$ cat config.mk
export PLATFORM = sky130hd
export DESIGN_NAME = serial_eeprom_word_ctrl
export DESIGN_NICKNAME = d
export VERILOG_FILES = /design/src/rtl/eeword_pkg.sv /design/src/rtl/eeword_datapath.sv /design/src/rtl/eeword_ctrl.sv /design/src/rtl/serial_eeprom_word_ctrl.sv
export SDC_FILE = /design/constraint.sdc
export NUM_CORES = 1
export LEC_CHECK = 0
export BUFFER_PORTS_ARGS = -buffer_cell sky130_fd_sc_hd__buf_2
export CAP_MARGIN = 10
export CORE_UTILIZATION = 45
export CTS_CLUSTER_SIZE = 30
export DETAILED_ROUTE_END_ITERATION = 7
export GPL_ROUTABILITY_DRIVEN = 0
export PLACE_DENSITY = 0.69
export RECOVER_POWER = 50
export SYNTH_ARGS = -nofsm -noshare
export SYNTH_HDL_FRONTEND = slang
export SYNTH_SLANG_ARGS = --single-unit
$ cat constraint.sdc
create_clock -name clk -period 6.5 [get_ports clk]
set_clock_uncertainty 0.15 [all_clocks]
set_input_delay 0.65 -clock clk [delete_from_list [all_inputs] [get_ports clk]]
set_output_delay 0.65 -clock clk [all_outputs]
set_load 0.005 [all_outputs]
$ cat src/rtl/eeword_pkg.sv
`timescale 1ns/1ps
package eeword_pkg;

  typedef enum logic [2:0] {
    OP_READ,
    OP_WEN,
    OP_ERASE,
    OP_WRITE,
    OP_WDS
  } opKind_t;

  typedef enum logic [1:0] {
    DO_ZERO,
    DO_ONE,
    DO_SHIFT
  } doutSel_t;

  // strobes from control to datapath
  typedef struct packed {
    logic     latchReq;
    logic     pulseGo;
    logic     loadCmd;
    logic     loadWord;
    logic     shiftEn;
    logic     sampleEn;
    logic     bitsLoad;
    logic     bitsWord;
    logic     waitGo;
    logic     waitLong;
    logic     captureRd;
    doutSel_t doutSel;
    opKind_t  op;
  } strobe_t;

endpackage

$ cat src/rtl/eeword_datapath.sv
`timescale 1ns/1ps
module eeword_datapath
  import eeword_pkg::*;
#(
  parameter int ADDR_W      = 6,
  parameter int DATA_W      = 16,
  parameter int CLK_DIV     = 4,
  parameter int WAIT_CYCLES = 1250000
) (
  input  logic              clk,
  input  logic              rstN,
  input  strobe_t           st,
  input  logic [ADDR_W-1:0] addrIn,
  input  logic [DATA_W-1:0] wrDataIn,
  input  logic              memDin,
  output logic              memDout,
  output logic              memClk,
  output logic [DATA_W-1:0] rdData,
  output logic              pulseEnd,
  output logic              bitsLast,
  output logic              waitEnd
);

  localparam int CMD_W    = ADDR_W + 2;
  localparam int PAD_W    = DATA_W - CMD_W;
  localparam int DIV_W    = $clog2(CLK_DIV + 1);
  localparam int WAIT_MAX = (WAIT_CYCLES > CLK_DIV) ? WAIT_CYCLES : CLK_DIV;
  localparam int WAIT_W   = $clog2(WAIT_MAX + 1);
  localparam int BIT_W    = $clog2(DATA_W);

  typedef enum logic [1:0] {PH_IDLE, PH_LOW, PH_HIGH} phase_t;

  phase_t            phase;
  logic [DIV_W-1:0]  divCnt;
  logic [ADDR_W-1:0] addrReg;
  logic [DATA_W-1:0] wrReg;
  logic [DATA_W-1:0] shReg;
  logic [DATA_W-1:0] rdShift;
  logic [BIT_W-1:0]  bitCnt;
  logic              waitBusy;
  logic [WAIT_W-1:0] waitCnt;
  logic [CMD_W-1:0]  cmdByte;

  // serial clock engine: low phase, high phase, back to idle
  always_ff @(posedge clk or negedge rstN) begin
    if (!rstN) begin
      phase  <= PH_IDLE;
      divCnt <= '0;
    end else begin
      case (phase)
        PH_IDLE: if (st.pulseGo) begin
          phase  <= PH_LOW;
          divCnt <= DIV_W'(CLK_DIV - 1);
        end
        PH_LOW: if (divCnt == '0) begin
          phase  <= PH_HIGH;
          divCnt <= DIV_W'(CLK_DIV - 1);
        end else begin
          divCnt <= divCnt - 1'b1;
        end
        PH_HIGH: if (divCnt == '0) begin
          phase <= PH_IDLE;
        end else begin
          divCnt <= divCnt - 1'b1;
        end
        default: phase <= PH_IDLE;
      endcase
    end
  end

  assign memClk   = (phase == PH_HIGH);
  assign pulseEnd = (phase == PH_HIGH) && (divCnt == '0);

  // request capture
  always_ff @(posedge clk or negedge rstN) begin
    if (!rstN) begin
      addrReg <= '0;
      wrReg   <= '0;
    end else if (st.latchReq) begin
      addrReg <= addrIn;
      wrReg   <= wrDataIn;
    end
  end

  // opcode in the top two bits, address below
  always_comb begin
    case (st.op)
      OP_READ:  cmdByte = {2'b10, addrReg};
      OP_WRITE: cmdByte = {2'b01, addrReg};
      OP_ERASE: cmdByte = {2'b11, addrReg};
      OP_WEN:   cmdByte = {2'b00, 2'b11, {(ADDR_W-2){1'b0}}};
      default:  cmdByte = '0;
    endcase
  end

  // outgoing shift register
  always_ff @(posedge clk or negedge rstN) begin
    if (!rstN) begin
      shReg <= '0;
    end else if (st.loadWord) begin
      shReg <= wrReg;
    end else if (st.loadCmd) begin
      shReg <= {cmdByte, {PAD_W{1'b0}}};
    end else if (st.shiftEn && pulseEnd) begin
      shReg <= {shReg[DATA_W-2:0], 1'b0};
    end
  end

  always_comb begin
    case (st.doutSel)
      DO_ONE:   memDout = 1'b1;
      DO_SHIFT: memDout = shReg[DATA_W-1];
      default:  memDout = 1'b0;
    endcase
  end

  // incoming shift register, sampled in the last high cycle
  always_ff @(posedge clk or negedge rstN) begin
    if (!rstN) begin
      rdShift <= '0;
      rdData  <= '0;
    end else begin
      if (st.sampleEn && pulseEnd) rdShift <= {rdShift[DATA_W-2:0], memDin};
      if (st.captureRd) rdData <= rdShift;
    end
  end

  // bit counter
  always_ff @(posedge clk or negedge rstN) begin
    if (!rstN) begin
      bitCnt <= '0;
    end else if (st.bitsLoad) begin
      bitCnt <= st.bitsWord ? BIT_W'(DATA_W - 1) : BIT_W'(CMD_W - 1);
    end else if (pulseEnd && bitCnt != '0) begin
      bitCnt <= bitCnt - 1'b1;
    end
  end

  assign bitsLast = (bitCnt == '0);

  // wait timer: long programming wait or short inter-session gap
  always_ff @(posedge clk or negedge rstN) begin
    if (!rstN) begin
      waitBusy <= 1'b0;
      waitCnt  <= '0;
    end else if (waitBusy) begin
      if (waitCnt == '0) waitBusy <= 1'b0;
      else               waitCnt  <= waitCnt - 1'b1;
    end else if (st.waitGo) begin
      waitBusy <= 1'b1;
      waitCnt  <= st.waitLong ? WAIT_W'(WAIT_CYCLES - 1) : WAIT_W'(CLK_DIV - 1);
    end
  end

  assign waitEnd = waitBusy && (waitCnt == '0);

endmodule

$ cat src/rtl/eeword_ctrl.sv
`timescale 1ns/1ps
module eeword_ctrl
  import eeword_pkg::*;
(
  input  logic    clk,
  input  logic    rstN,
  input  logic    reqRead,
  input  logic    reqWrite,
  input  logic    pulseEnd,
  input  logic    bitsLast,
  input  logic    waitEnd,
  output strobe_t st,
  output logic    memSel,
  output logic    busy,
  output logic    done
);

  typedef enum logic [3:0] {
    S_IDLE, S_PRE0, S_PRE1, S_CMD, S_RDBITS, S_WRBITS, S_PWAIT, S_EVT, S_GAP
  } state_t;

  state_t  state, nextState;
  opKind_t opReg, nextOp;
  logic    doneNext;

  always_ff @(posedge clk or negedge rstN) begin
    if (!rstN) begin
      state <= S_IDLE;
      opReg <= OP_READ;
      done  <= 1'b0;
    end else begin
      state <= nextState;
      opReg <= nextOp;
      done  <= doneNext;
    end
  end

  assign busy = (state != S_IDLE);

  always_comb begin
    st         = '0;
    st.op      = opReg;
    st.doutSel = DO_ZERO;
    memSel     = 1'b0;
    nextState  = state;
    nextOp     = opReg;
    doneNext   = 1'b0;
    case (state)
      S_IDLE: begin
        if (reqRead) begin
          st.latchReq = 1'b1;
          nextOp      = OP_READ;
          nextState   = S_PRE0;
        end else if (reqWrite) begin
          st.latchReq = 1'b1;
          nextOp      = OP_WEN;
          nextState   = S_PRE0;
        end
      end
      S_PRE0: begin
        memSel     = 1'b1;
        st.pulseGo = 1'b1;
        if (pulseEnd) nextState = S_PRE1;
      end
      S_PRE1: begin
        memSel     = 1'b1;
        st.pulseGo = 1'b1;
        st.doutSel = DO_ONE;
        if (pulseEnd) begin
          st.loadCmd  = 1'b1;
          st.bitsLoad = 1'b1;
          nextState   = S_CMD;
        end
      end
      S_CMD: begin
        memSel     = 1'b1;
        st.pulseGo = 1'b1;
        st.doutSel = DO_SHIFT;
        st.shiftEn = 1'b1;
        if (pulseEnd && bitsLast) begin
          case (opReg)
            OP_READ: begin
              st.bitsLoad = 1'b1;
              st.bitsWord = 1'b1;
              nextState   = S_RDBITS;
            end
            OP_WRITE: begin
              st.loadWord = 1'b1;
              st.bitsLoad = 1'b1;
              st.bitsWord = 1'b1;
              nextState   = S_WRBITS;
            end
            OP_ERASE: nextState = S_PWAIT;
            default:  nextState = S_GAP;
          endcase
        end
      end
      S_RDBITS: begin
        memSel      = 1'b1;
        st.pulseGo  = 1'b1;
        st.doutSel  = DO_ONE;
        st.sampleEn = 1'b1;
        if (pulseEnd && bitsLast) nextState = S_GAP;
      end
      S_WRBITS: begin
        memSel     = 1'b1;
        st.pulseGo = 1'b1;
        st.doutSel = DO_SHIFT;
        st.shiftEn = 1'b1;
        if (pulseEnd && bitsLast) nextState = S_PWAIT;
      end
      S_PWAIT: begin
        st.waitGo   = 1'b1;
        st.waitLong = 1'b1;
        if (waitEnd) nextState = S_EVT;
      end
      S_EVT: begin
        memSel     = 1'b1;
        st.pulseGo = 1'b1;
        if (pulseEnd) nextState = S_GAP;
      end
      S_GAP: begin
        st.waitGo = 1'b1;
        if (waitEnd) begin
          case (opReg)
            OP_READ: begin
              st.captureRd = 1'b1;
              doneNext     = 1'b1;
              nextState    = S_IDLE;
            end
            OP_WEN: begin
              nextOp    = OP_ERASE;
              nextState = S_PRE0;
            end
            OP_ERASE: begin
              nextOp    = OP_WRITE;
              nextState = S_PRE0;
            end
            OP_WRITE: begin
              nextOp    = OP_WDS;
              nextState = S_PRE0;
            end
            default: begin
              doneNext  = 1'b1;
              nextState = S_IDLE;
            end
          endcase
        end
      end
      default: nextState = S_IDLE;
    endcase
  end

endmodule

$ cat src/rtl/serial_eeprom_word_ctrl.sv
`timescale 1ns/1ps
module serial_eeprom_word_ctrl
  import eeword_pkg::*;
#(
  parameter int ADDR_W      = 6,
  parameter int DATA_W      = 16,
  parameter int CLK_DIV     = 4,
  parameter int WAIT_CYCLES = 1250000
) (
  input  logic              clk,
  input  logic              rstN,
  input  logic              reqRead,
  input  logic              reqWrite,
  input  logic [ADDR_W-1:0] addr,
  input  logic [DATA_W-1:0] wrData,
  output logic [DATA_W-1:0] rdData,
  output logic              busy,
  output logic              done,
  output logic              memSel,
  output logic              memClk,
  output logic              memDout,
  input  logic              memDin
);

  strobe_t st;
  logic    pulseEnd;
  logic    bitsLast;
  logic    waitEnd;

  eeword_ctrl u_ctrl (
    .clk      (clk),
    .rstN     (rstN),
    .reqRead  (reqRead),
    .reqWrite (reqWrite),
    .pulseEnd (pulseEnd),
    .bitsLast (bitsLast),
    .waitEnd  (waitEnd),
    .st       (st),
    .memSel   (memSel),
    .busy     (busy),
    .done     (done)
  );

  eeword_datapath #(
    .ADDR_W      (ADDR_W),
    .DATA_W      (DATA_W),
    .CLK_DIV     (CLK_DIV),
    .WAIT_CYCLES (WAIT_CYCLES)
  ) u_dp (
    .clk      (clk),
    .rstN     (rstN),
    .st       (st),
    .addrIn   (addr),
    .wrDataIn (wrData),
    .memDin   (memDin),
    .memDout  (memDout),
    .memClk   (memClk),
    .rdData   (rdData),
    .pulseEnd (pulseEnd),
    .bitsLast (bitsLast),
    .waitEnd  (waitEnd)
  );

endmodule

# Word level (Yosys, flattened, before mapping)
# Index checks and enable logic that the tools add are counted.
dict set report totals {
  out_inout_bits 21
  regBits 109
}
dict set report op_classes {
  muxes 65
  n_addsub 3
  eq_ne 30
  reduce_logical 30
}
# cell n
set op_table {}
lappend op_table {{two-way mux 21 bit} 4}
lappend op_table {{two-way mux 4 bit} 13}
lappend op_table {{two-way mux 16 bit} 3}
lappend op_table {{one-hot mux 4 bit (9 select lines)} 1}
lappend op_table {{one-hot mux 8 bit (4 select lines)} 1}
lappend op_table {{two-way mux 1 bit} 24}
lappend op_table {{zero test 21 bit} 1}
lappend op_table {{subtractor 21 x 1 -> 21 bit (second input constant)} 1}
lappend op_table {{inequality test 2 x 1 -> 1 bit (second input constant)} 10}
lappend op_table {{two-way mux 3 bit} 6}
lappend op_table {{one-hot mux 3 bit (3 select lines)} 2}
lappend op_table {{equality test 4 x 3 -> 1 bit (second input constant)} 4}
lappend op_table {{one-hot mux 4 bit (3 select lines)} 1}
lappend op_table {{two-way mux 2 bit} 5}
lappend op_table {{AND reduction 9 bit} 1}
lappend op_table {{equality test 4 x 2 -> 1 bit (second input constant)} 2}
lappend op_table {{zero test 4 bit} 2}
lappend op_table {{nonzero test 4 bit} 2}
lappend op_table {{OR reduction 2 bit} 4}
lappend op_table {{equality test 3 x 2 -> 1 bit (second input constant)} 2}
lappend op_table {{logical AND 1 bit} 6}
lappend op_table {{zero test 3 bit} 2}
lappend op_table {{inequality test 2 bit (second input constant)} 3}
lappend op_table {{one-hot mux 2 bit (3 select lines)} 1}
lappend op_table {{other kinds (20)} 27}

# Logic depth before layout (Yosys ltp)
# Gate-level depths: netlist (run 1).
dict set report depth {
  ltp_word 7
  ltp_mapped 10
}

# Hierarchy
# From an unflattened synthesis (run 1), not the netlist that was laid out.
dict set report unflattened {
  hier_cells 496
  hier_area_um2 5451.5
}
# mod area_per_inst_um2 cells_per_inst n_inst seq_area_each_um2
set by_module_without_submodules {}
lappend by_module_without_submodules {eeword_datapath 4699.5 406 1 2527.4}
lappend by_module_without_submodules {eeword_ctrl 752.0 90 1 200.2}

# Least setup slack after synthesis (run 1)
# OpenSTA, ideal clock, no wires.
dict set report synth_timing {
  path_type {register to register}
  from {register u_dp.waitCnt[13]}
  to {register u_dp.rdData[10]}
  arrival_time_ns 2.795
  path_stages_with_launch 8
  n_path_buf 2
  path_slack_ns 3.429
  synth_period_minus_slack_ns 3.071
  cell_sequence {dfrtp_1 or4_1 buf_2 or4_4 or3_4 nor4_4 buf_6 mux2_4}
}
dict set report synth_via {
  elab_chain_cells 4
}
# item line
set synth_lines {}
lappend synth_lines {{start: declaration} eeword_datapath.sv:41} ;# logic [WAIT_W-1:0] waitCnt;
lappend synth_lines {{start signal: assignment} eeword_datapath.sv:148} ;# else waitCnt <= waitCnt - 1'b1;
lappend synth_lines {{start signal: assignment} eeword_datapath.sv:151} ;# waitCnt <= st.waitLong ? WAIT_W'(WAIT_CYCLES - 1) : WAIT_W'(CLK_DIV - 1);
lappend synth_lines {{zero test 21 bit} eeword_datapath.sv:155} ;# assign waitEnd = waitBusy && (waitCnt == '0);
lappend synth_lines {{logical AND 1 bit} eeword_datapath.sv:155}
lappend synth_lines {{two-way mux 1 bit} eeword_ctrl.sv:124} ;# if (waitEnd) begin
lappend synth_lines {{two-way mux 1 bit} eeword_ctrl.sv:48} ;# case (state)
lappend synth_lines {{end signal: assignment} eeword_datapath.sv:124} ;# if (st.captureRd) rdData <= rdShift;
lappend synth_lines {{end: declaration} eeword_datapath.sv:18} ;# output logic [DATA_W-1:0] rdData,
# Every way passes these cells.
# A chain may end at the register's enable or synchronous reset.

==> metrics.log, run 1 <==
INFO  metric reg2reg_setup_slack = 3250 ps
INFO  metric leakagePower = around 0.0027 µW
INFO  metric first_global_vias = 4031
INFO  metric dp_slack = 3270 ps
INFO  metric drc_errors = 1
INFO  metric period_minus_slack = 3710 ps
INFO  metric synth.lib_cells_used.distinct = 62
INFO  metric final.period_utilization = 57.0%
INFO  metric clk_latency = 350 ps
INFO  metric worst_setup_path_startpoint = rstN
INFO  metric mappedNetlistArea = 5400 µm²
INFO  metric worst_path_max_delay_cell = clkbuf_1
INFO  metric worstRegToRegCells = 8
INFO  metric nNetsFinal = 576
INFO  metric port_buffers = 47
INFO  metric fp.dieArea = 12500 µm²
INFO  metric worst-path-stages = 2
INFO  metric timing.fmax = 0.270 GHz
INFO  metric cp_data_required_time = between 6000 and 7000 ps
INFO  metric peakVddDrop = 0.000179 V
INFO  metric drt_first_iter_violations = about 220
INFO  metric maxSlewHeadroom = -48.8%
INFO  metric hpwl = ~7500 µm
INFO  metric floorplan.core_area = 11600 µm²
INFO  metric cp_max_fo = 70
INFO  metric average_via_count_per_standard_cell = 5.76
INFO  metric tightest_slew = 2230 ps
INFO  metric grt_max_degree = 71
INFO  metric grt_usage = 19.5%
INFO  metric crit_path_dat = 3710 ps
INFO  metric reg2reg_from = u_dp.waitCnt[0]
INFO  metric worst_slack = between 2000 and 3000 ps
INFO  metric timing.critical_path.buf_inv = 2
INFO  metric total_inserted_antenna_cells = 0
INFO  metric clock_tree.htree_level_count = 3
INFO  metric dieHeight = about 110 µm
INFO  metric postSynthAreaPerCell = 10.8 µm²
INFO  metric worst_setup_path_start_kind = input pin
INFO  metric worst_reg2reg_path_endpoint = u_dp.rdData[0]
INFO  metric placementRows = 39
INFO  metric clk_path_buf_depth = 2
INFO  metric firstDrtPassIters = 7
INFO  metric synth.yosys.seq_area_share = 50.5%
INFO  metric drt.antenna.violating_nets = 0
INFO  metric floorplan.die.width = 112 µm
INFO  metric final-hold-violation-count = 0
INFO  metric drive_above_1_share = 23.8%
INFO  metric clock_sinks = 109
INFO  metric grt_setup_unrepaired = no
INFO  metric cts_tree = done
INFO  metric worstSetupPathType = in2async
INFO  metric route.final.wire_length = around 11000 µm
INFO  metric endpoint_kind = asynchronous set/reset pin
INFO  metric async_s_r_ff_share_synth = 100%
INFO  metric synth_edf_count = 0
INFO  metric root_buffer = clkbuf_16
INFO  metric ys_seq_elements = around 110
INFO  metric failing_checks = design-rule violations, max-capacitance violations, max-slew violations
INFO  metric floorplan.initialDensity = 46.7%
INFO  metric overflow_left_after_global_routing = 0
INFO  metric fillCellCount = a little over 1000
INFO  metric cts_hold_buffers = 0
INFO  metric clk_pin_slew_worst_paths = ~70 ps
INFO  metric cts_made_buffers = 9
INFO  metric layout-area-overhead-vs-synth = 11.9%
INFO  metric cts_post_setup_buffers_inserted = 0
INFO  metric max_cap_violations = 2
INFO  metric critical_path.max_stage_delay = 1550 ps
INFO  metric slew_violations = 112
INFO  metric setup_viol = 0
INFO  metric cts-resized-gates = 0
INFO  metric synth_cells = 500
INFO  metric path_delay_family = buffers and inverters
INFO  metric final_routed_wire_length_divided_by_cell_count = 16.0 µm
INFO  metric synth.yosys.warnings = 0
INFO  metric crit_path_cell_trace = clkbuf_1 > clkbuf_2
INFO  metric grt_antenna_before_repair = 0
INFO  metric status = finished with violations
INFO  metric route.vias.total = about 3900
INFO  metric grt_first_pass_wirelength = slightly below 20000 µm
INFO  metric power.density_cell_area = ~360 nW/µm²
INFO  metric finalHoldWorstSlack = roughly 330 ps
INFO  metric synth-main-ff-cell = dfrtp_1
INFO  metric crit_end = u_dp.shReg[15]
INFO  metric worstHoldPathType = reg2reg
INFO  metric floorplan.io_pins = 48
INFO  metric postSynthNetCount = 540
INFO  metric setup-tns-final = 0 ps
## per-layer routing
layer | global-route usage [%] | share of wire, %
met1 | 26.8 | 47
met2 | 30.4 | 46
met3 | 3.92 | 4.8
met4 | 7.84 | 1.5
met5 | 0 | 0
## cells by family after synthesis
| logic type | synth area share (%) |
|---|---|
| compound gates | 11.9 |
| fa+ha+maj | 3.01 |
| xor+xnor | 1.30 |
| simple gates | 16.3 |
| mux | 13.6 |
| buf+inv | 3.36 |
| flops | 50.5 |
## registers in the layout (all words and copies together), names as in the netlist, 4 cells and up
name          cells
u_dp.shReg       16
u_dp.wrReg       16
u_dp.bitCnt       4
u_dp.rdShift     16
u_dp.addrReg      6
u_ctrl.state      4
u_dp.waitCnt     21
u_dp.rdData      16
## worst min-delay path: stages (launching register included)
cell,delay [ps]
dfrtp_1,350
nand2_1,50
o31ai_1,50
## area by class of cell
class	count	area [µm²]	area share, %
inverter	20	75.1	1.24
multi-input combinational	345	2500	41.3
tap	143	179	2.96
clock buffer	9	225	3.72
clock inverter	7	91.3	1.51
timing repair buffer	51	254	4.20
sequential	109	2730	45.1
## stage by stage
stage	area (µm²)	power (µW)	instances	util (%)
2_1_floorplan	5400	1470	500	-
3_3_place_gp	5750	1590	668	49.7
3_5_place_dp	5750	1630	668	49.7
4_1_cts	6060	2210	684	52.4
5_1_grt	6050	2360	684	52.3
6_report	6050	2200	684	52.3
## cell usage in the layout, fill, tap and decap left out, types with 3 or more instances in the layout
cell       instances
nand3_1            6
ha_1              13
or3_1              3
nor4b_1            4
buf_2             40
a21oi_1           22
o311ai_0           3
nand2b_1           6
a211oi_1          11
nand4_1            6
xnor2_1            3
o31ai_1           10
inv_1             19
xor2_1             5
nand3b_1           5
nor2b_1            3
or4_1              8
o21ai_0           23
nand2_1           33
nor2_1            42
nor3_1            17
nor3b_1            5
o21a_1             4
mux2_4            10
nor4_1             4
or2_2              6
buf_4              3
mux2i_1            8
clkbuf_16          9
a21o_1             4
clkbuf_1           7
mux2_2            45
dfrtp_1          109
## where the power goes
| part | switching, µW | internal, µW |
|---|---|---|
| Clock | 269 | 309 |
| Combinational | 318 | 302 |
| Sequential | 166 | 837 |
| Total | 753 | 1450 |
## worst min-delay path by stage
stage,startpoint,end,depth (start not counted)
4_1_cts,rstN,u_dp.waitCnt[17],1
5_1_grt,wrData[0],u_dp.wrReg[0],2
6_report,u_dp.shReg[11],u_dp.shReg[11],2
3_5_place_dp,u_dp.shReg[14],u_dp.shReg[14],2
2_1_floorplan,rstN,u_ctrl.done,0
3_3_place_gp,u_dp.shReg[14],u_dp.shReg[14],2
## Yosys cell counts, types with 2 or more instances
master    number  area share [%]
dfrtp_1      109              50
mux2_2        45             9.4
nor2_1        43             3.0
nand2_1       33             2.3
clkbuf_1      23             1.6
o21ai_0       23             2.1
a21oi_1       22             2.0
inv_1         19             1.3
nor3_1        17             1.6
ha_1          13             3.0
a211oi_1      11             1.5
mux2_4        10             2.8
o31ai_1       10             1.4
mux2i_1        8             1.5
or4_1          8             1.1
nand2b_1       6            0.69
nand3_1        6            0.56
nand4_1        6            0.69
or2_2          6            0.69
nand3b_1       5            0.69
nor3b_1        5            0.69
xor2_1         5            0.81
a21o_1         4            0.56
nor4_1         4            0.46
nor4b_1        4            0.65
o21a_1         4            0.56
nor2b_1        3            0.35
o311ai_0       3            0.49
or3_1          3            0.35
xnor2_1        3            0.49
a22oi_1        2            0.28
a311oi_1       2            0.32
a31oi_1        2            0.23
and2_1         2            0.23
and3_1         2            0.23
o211ai_1       2            0.28
o41ai_1        2            0.32
Note: power is estimated with default switching activity, not from simulation.
==> inputs of run 2 (changes only) <==
--- a/config.mk
+++ b/config.mk
@@ -11,7 +11,7 @@
 export CTS_CLUSTER_SIZE = 30
 export DETAILED_ROUTE_END_ITERATION = 7
 export GPL_ROUTABILITY_DRIVEN = 0
-export PLACE_DENSITY = 0.69
+export PLACE_DENSITY = 0.71
 export RECOVER_POWER = 50
 export SYNTH_ARGS = -nofsm -noshare
 export SYNTH_HDL_FRONTEND = slang
==> constraint.sdc (replaced) <==
create_clock -name clk -period 3.35 [get_ports clk]
set_clock_uncertainty 0.15 [all_clocks]
set_input_delay 0.335 -clock clk [delete_from_list [all_inputs] [get_ports clk]]
set_output_delay 0.335 -clock clk [all_outputs]
set_load 0.005 [all_outputs]
==> metrics.log, run 2 (synthesized netlist as in run 1, its figures left out) <==
INFO  metric status = finished with violations
INFO  metric failing_checks = design-rule violations
INFO  metric multiInputGateArea = between 2000 and 2500 µm²
INFO  metric crit_path_dat = 3260 ps
INFO  metric worstSetupPathType = reg2reg
INFO  metric largest-register = u_dp.waitCnt
INFO  metric period_minus_slack = 3170 ps
INFO  metric floorplan.core_area = 11600 µm²
INFO  metric final.period_utilization = 94.7%
INFO  metric nNetsFinal = 585
INFO  metric clk_path_buf_depth = 2
INFO  metric final-hold-violation-count = 0
INFO  metric power.density_cell_area = 713 nW/µm²
INFO  metric path_delay_family = simple AND/OR/NAND/NOR gates
INFO  metric grt_max_degree = between 60 and 70
INFO  metric layout-area-overhead-vs-synth = 13.7%
INFO  metric first_global_vias = around 4000
INFO  metric final_common_cell = dfrtp_1
INFO  metric grt_first_pass_wirelength = 19400 µm
INFO  metric clk_pin_slew_worst_paths = 80 ps
INFO  metric grt_setup_unrepaired = no
INFO  metric setup-tns-final = 0 ps
INFO  metric timing.fmax = 0.315 GHz
INFO  metric worst-path-stages = 8
INFO  metric endpoint_kind = register
INFO  metric cp_max_fo = 16
INFO  metric firstDrtPassIters = 6
INFO  metric critical_path.max_stage_delay = 570 ps
INFO  metric slew_violations = 0
INFO  metric maxSlewHeadroom = 22.9%
INFO  metric route.vias.total = 3929
INFO  metric average_via_count_per_standard_cell = 5.67
INFO  metric placementRows = 39
INFO  metric drc_errors = 1
INFO  metric setup_viol = 0
INFO  metric layout_common_cells = dfrtp_1, mux2_2, nor2_1
INFO  metric final_routed_wire_length_divided_by_cell_count = 16.4 µm
INFO  metric floorplan.die.width = 112 µm
INFO  metric root_buffer = clkbuf_16
INFO  metric clock_sinks = 109
INFO  metric drt.antenna.violating_nets = 0
INFO  metric leakagePower = 0.00271 µW
INFO  metric worstHoldPathType = in2reg
INFO  metric grt_antenna_before_repair = 0
INFO  metric floorplan.io_pins = between 40 and 50
INFO  metric hpwl = 7790 µm
INFO  metric fp.dieArea = around 12000 µm²
INFO  metric tightest_slew = 1160 ps
INFO  metric floorplan.initialDensity = 46.7%
INFO  metric cp_data_required_time = around 3400 ps
INFO  metric worst_path_max_delay_cell = or4_4
INFO  metric clock_tree.htree_level_count = 3
INFO  metric port_buffers = between 40 and 50
INFO  metric cts_made_buffers = 9
INFO  metric number_of_flip_flops_in_the_largest_register = 21
INFO  metric finalPower = about 4400 µW
INFO  metric dieHeight = around 110 µm
INFO  metric drt_first_iter_violations = 255
INFO  metric worstRegToRegCells = 8
INFO  metric overflow_left_after_global_routing = 0
INFO  metric worstHoldPathCells = 2
INFO  metric max_cap_violations = 0
INFO  metric drive_above_1_share = 24.4%
INFO  metric timing.critical_path.buf_inv = 2
INFO  metric crit_path_cell_trace = inv_1 > ha_1 > or4b_1 > or4_4 > or3_4 > nor4_4 > buf_12 > mux2_2
INFO  metric total_inserted_antenna_cells = 0
INFO  metric fillCellCount = 1009
INFO  metric cts_tree = done
INFO  metric peakVddDrop = 0.000370 V
INFO  metric grt_usage = between 10% and 20%
INFO  metric sequential_cell_area_in_the_final_layout = 2730 µm²
INFO  metric clk_latency = 350 ps
INFO  metric route.final.wire_length = 11300 µm
INFO  metric worst_setup_path_start_kind = register
-- run 2: path summary, 6_finish.rpt --
check / startpoint / to / slack (ps)
min in group asynchronous: rstN / u_dp.waitCnt[3] / 570
worst max-delay path: u_dp.waitCnt[0] / u_dp.rdData[1] / 180
worst max register to register: u_dp.waitCnt[0] / u_dp.rdData[1] / 180
worst min-delay path: addr[5] / u_dp.addrReg[5] / 60
max in group asynchronous: rstN / u_dp.wrReg[13] / 890
worst min register to register: u_dp.shReg[11] / u_dp.shReg[11] / 330
-- run 2: layout make-up --
cell class	instances	area share, %
Sequential cell	109	44.4
Multi-Input combinational cell	345	40.6
Timing Repair Buffer	60	5.46
Clock buffer	10	3.89
Tap cell	143	2.91
Clock inverter	6	1.51
Inverter	20	1.22
-- run 2: worst reg2reg max path, stage by stage (launching register included) --
cell and delay [ps]:
dfrtp_1 400, inv_1 120, ha_1 160, or4b_1 440, or4_4 570, or3_4 450
nor4_4 200, buf_12 210, mux2_2 360
-- run 2: timing repair --
item	CTS	global route
hold buffers	1	0
setup buffers	0	0
gates resized for setup	0	0
endpoints found under the hold margin	44	0
-- run 2: power by group --
part           switching, µW  leakage, µW  internal (µW)
combinational            669      0.00115            613
sequential               294      0.00140           1630
clock                    497     0.000161            683
-- run 2: routing by layer --
layer / up-vias / GRT usage, % / part of all wire (%)
met1: 1944 / 25.8 / 46
met2: 68 / 30.5 / 47
met3: 20 / 6.15 / 4.6
li1: 1897 / - / -
met4: 0 / 8.20 / 2.1
met5: - / 0 / 0
-- run 2: stage by stage --
stage	setup slack [ps]	instance area, µm²	hold slack, ps	std cells	util [%]
after global routing	57.1	6150	55.1	693	53.1
after floorplan	279	5400	-111	500	-
final	178	6150	59.8	693	53.1
after CTS	170	6170	45.9	693	53.4
after global placement	272	5830	233	676	50.4
after detailed placement	199	5830	241	676	50.4
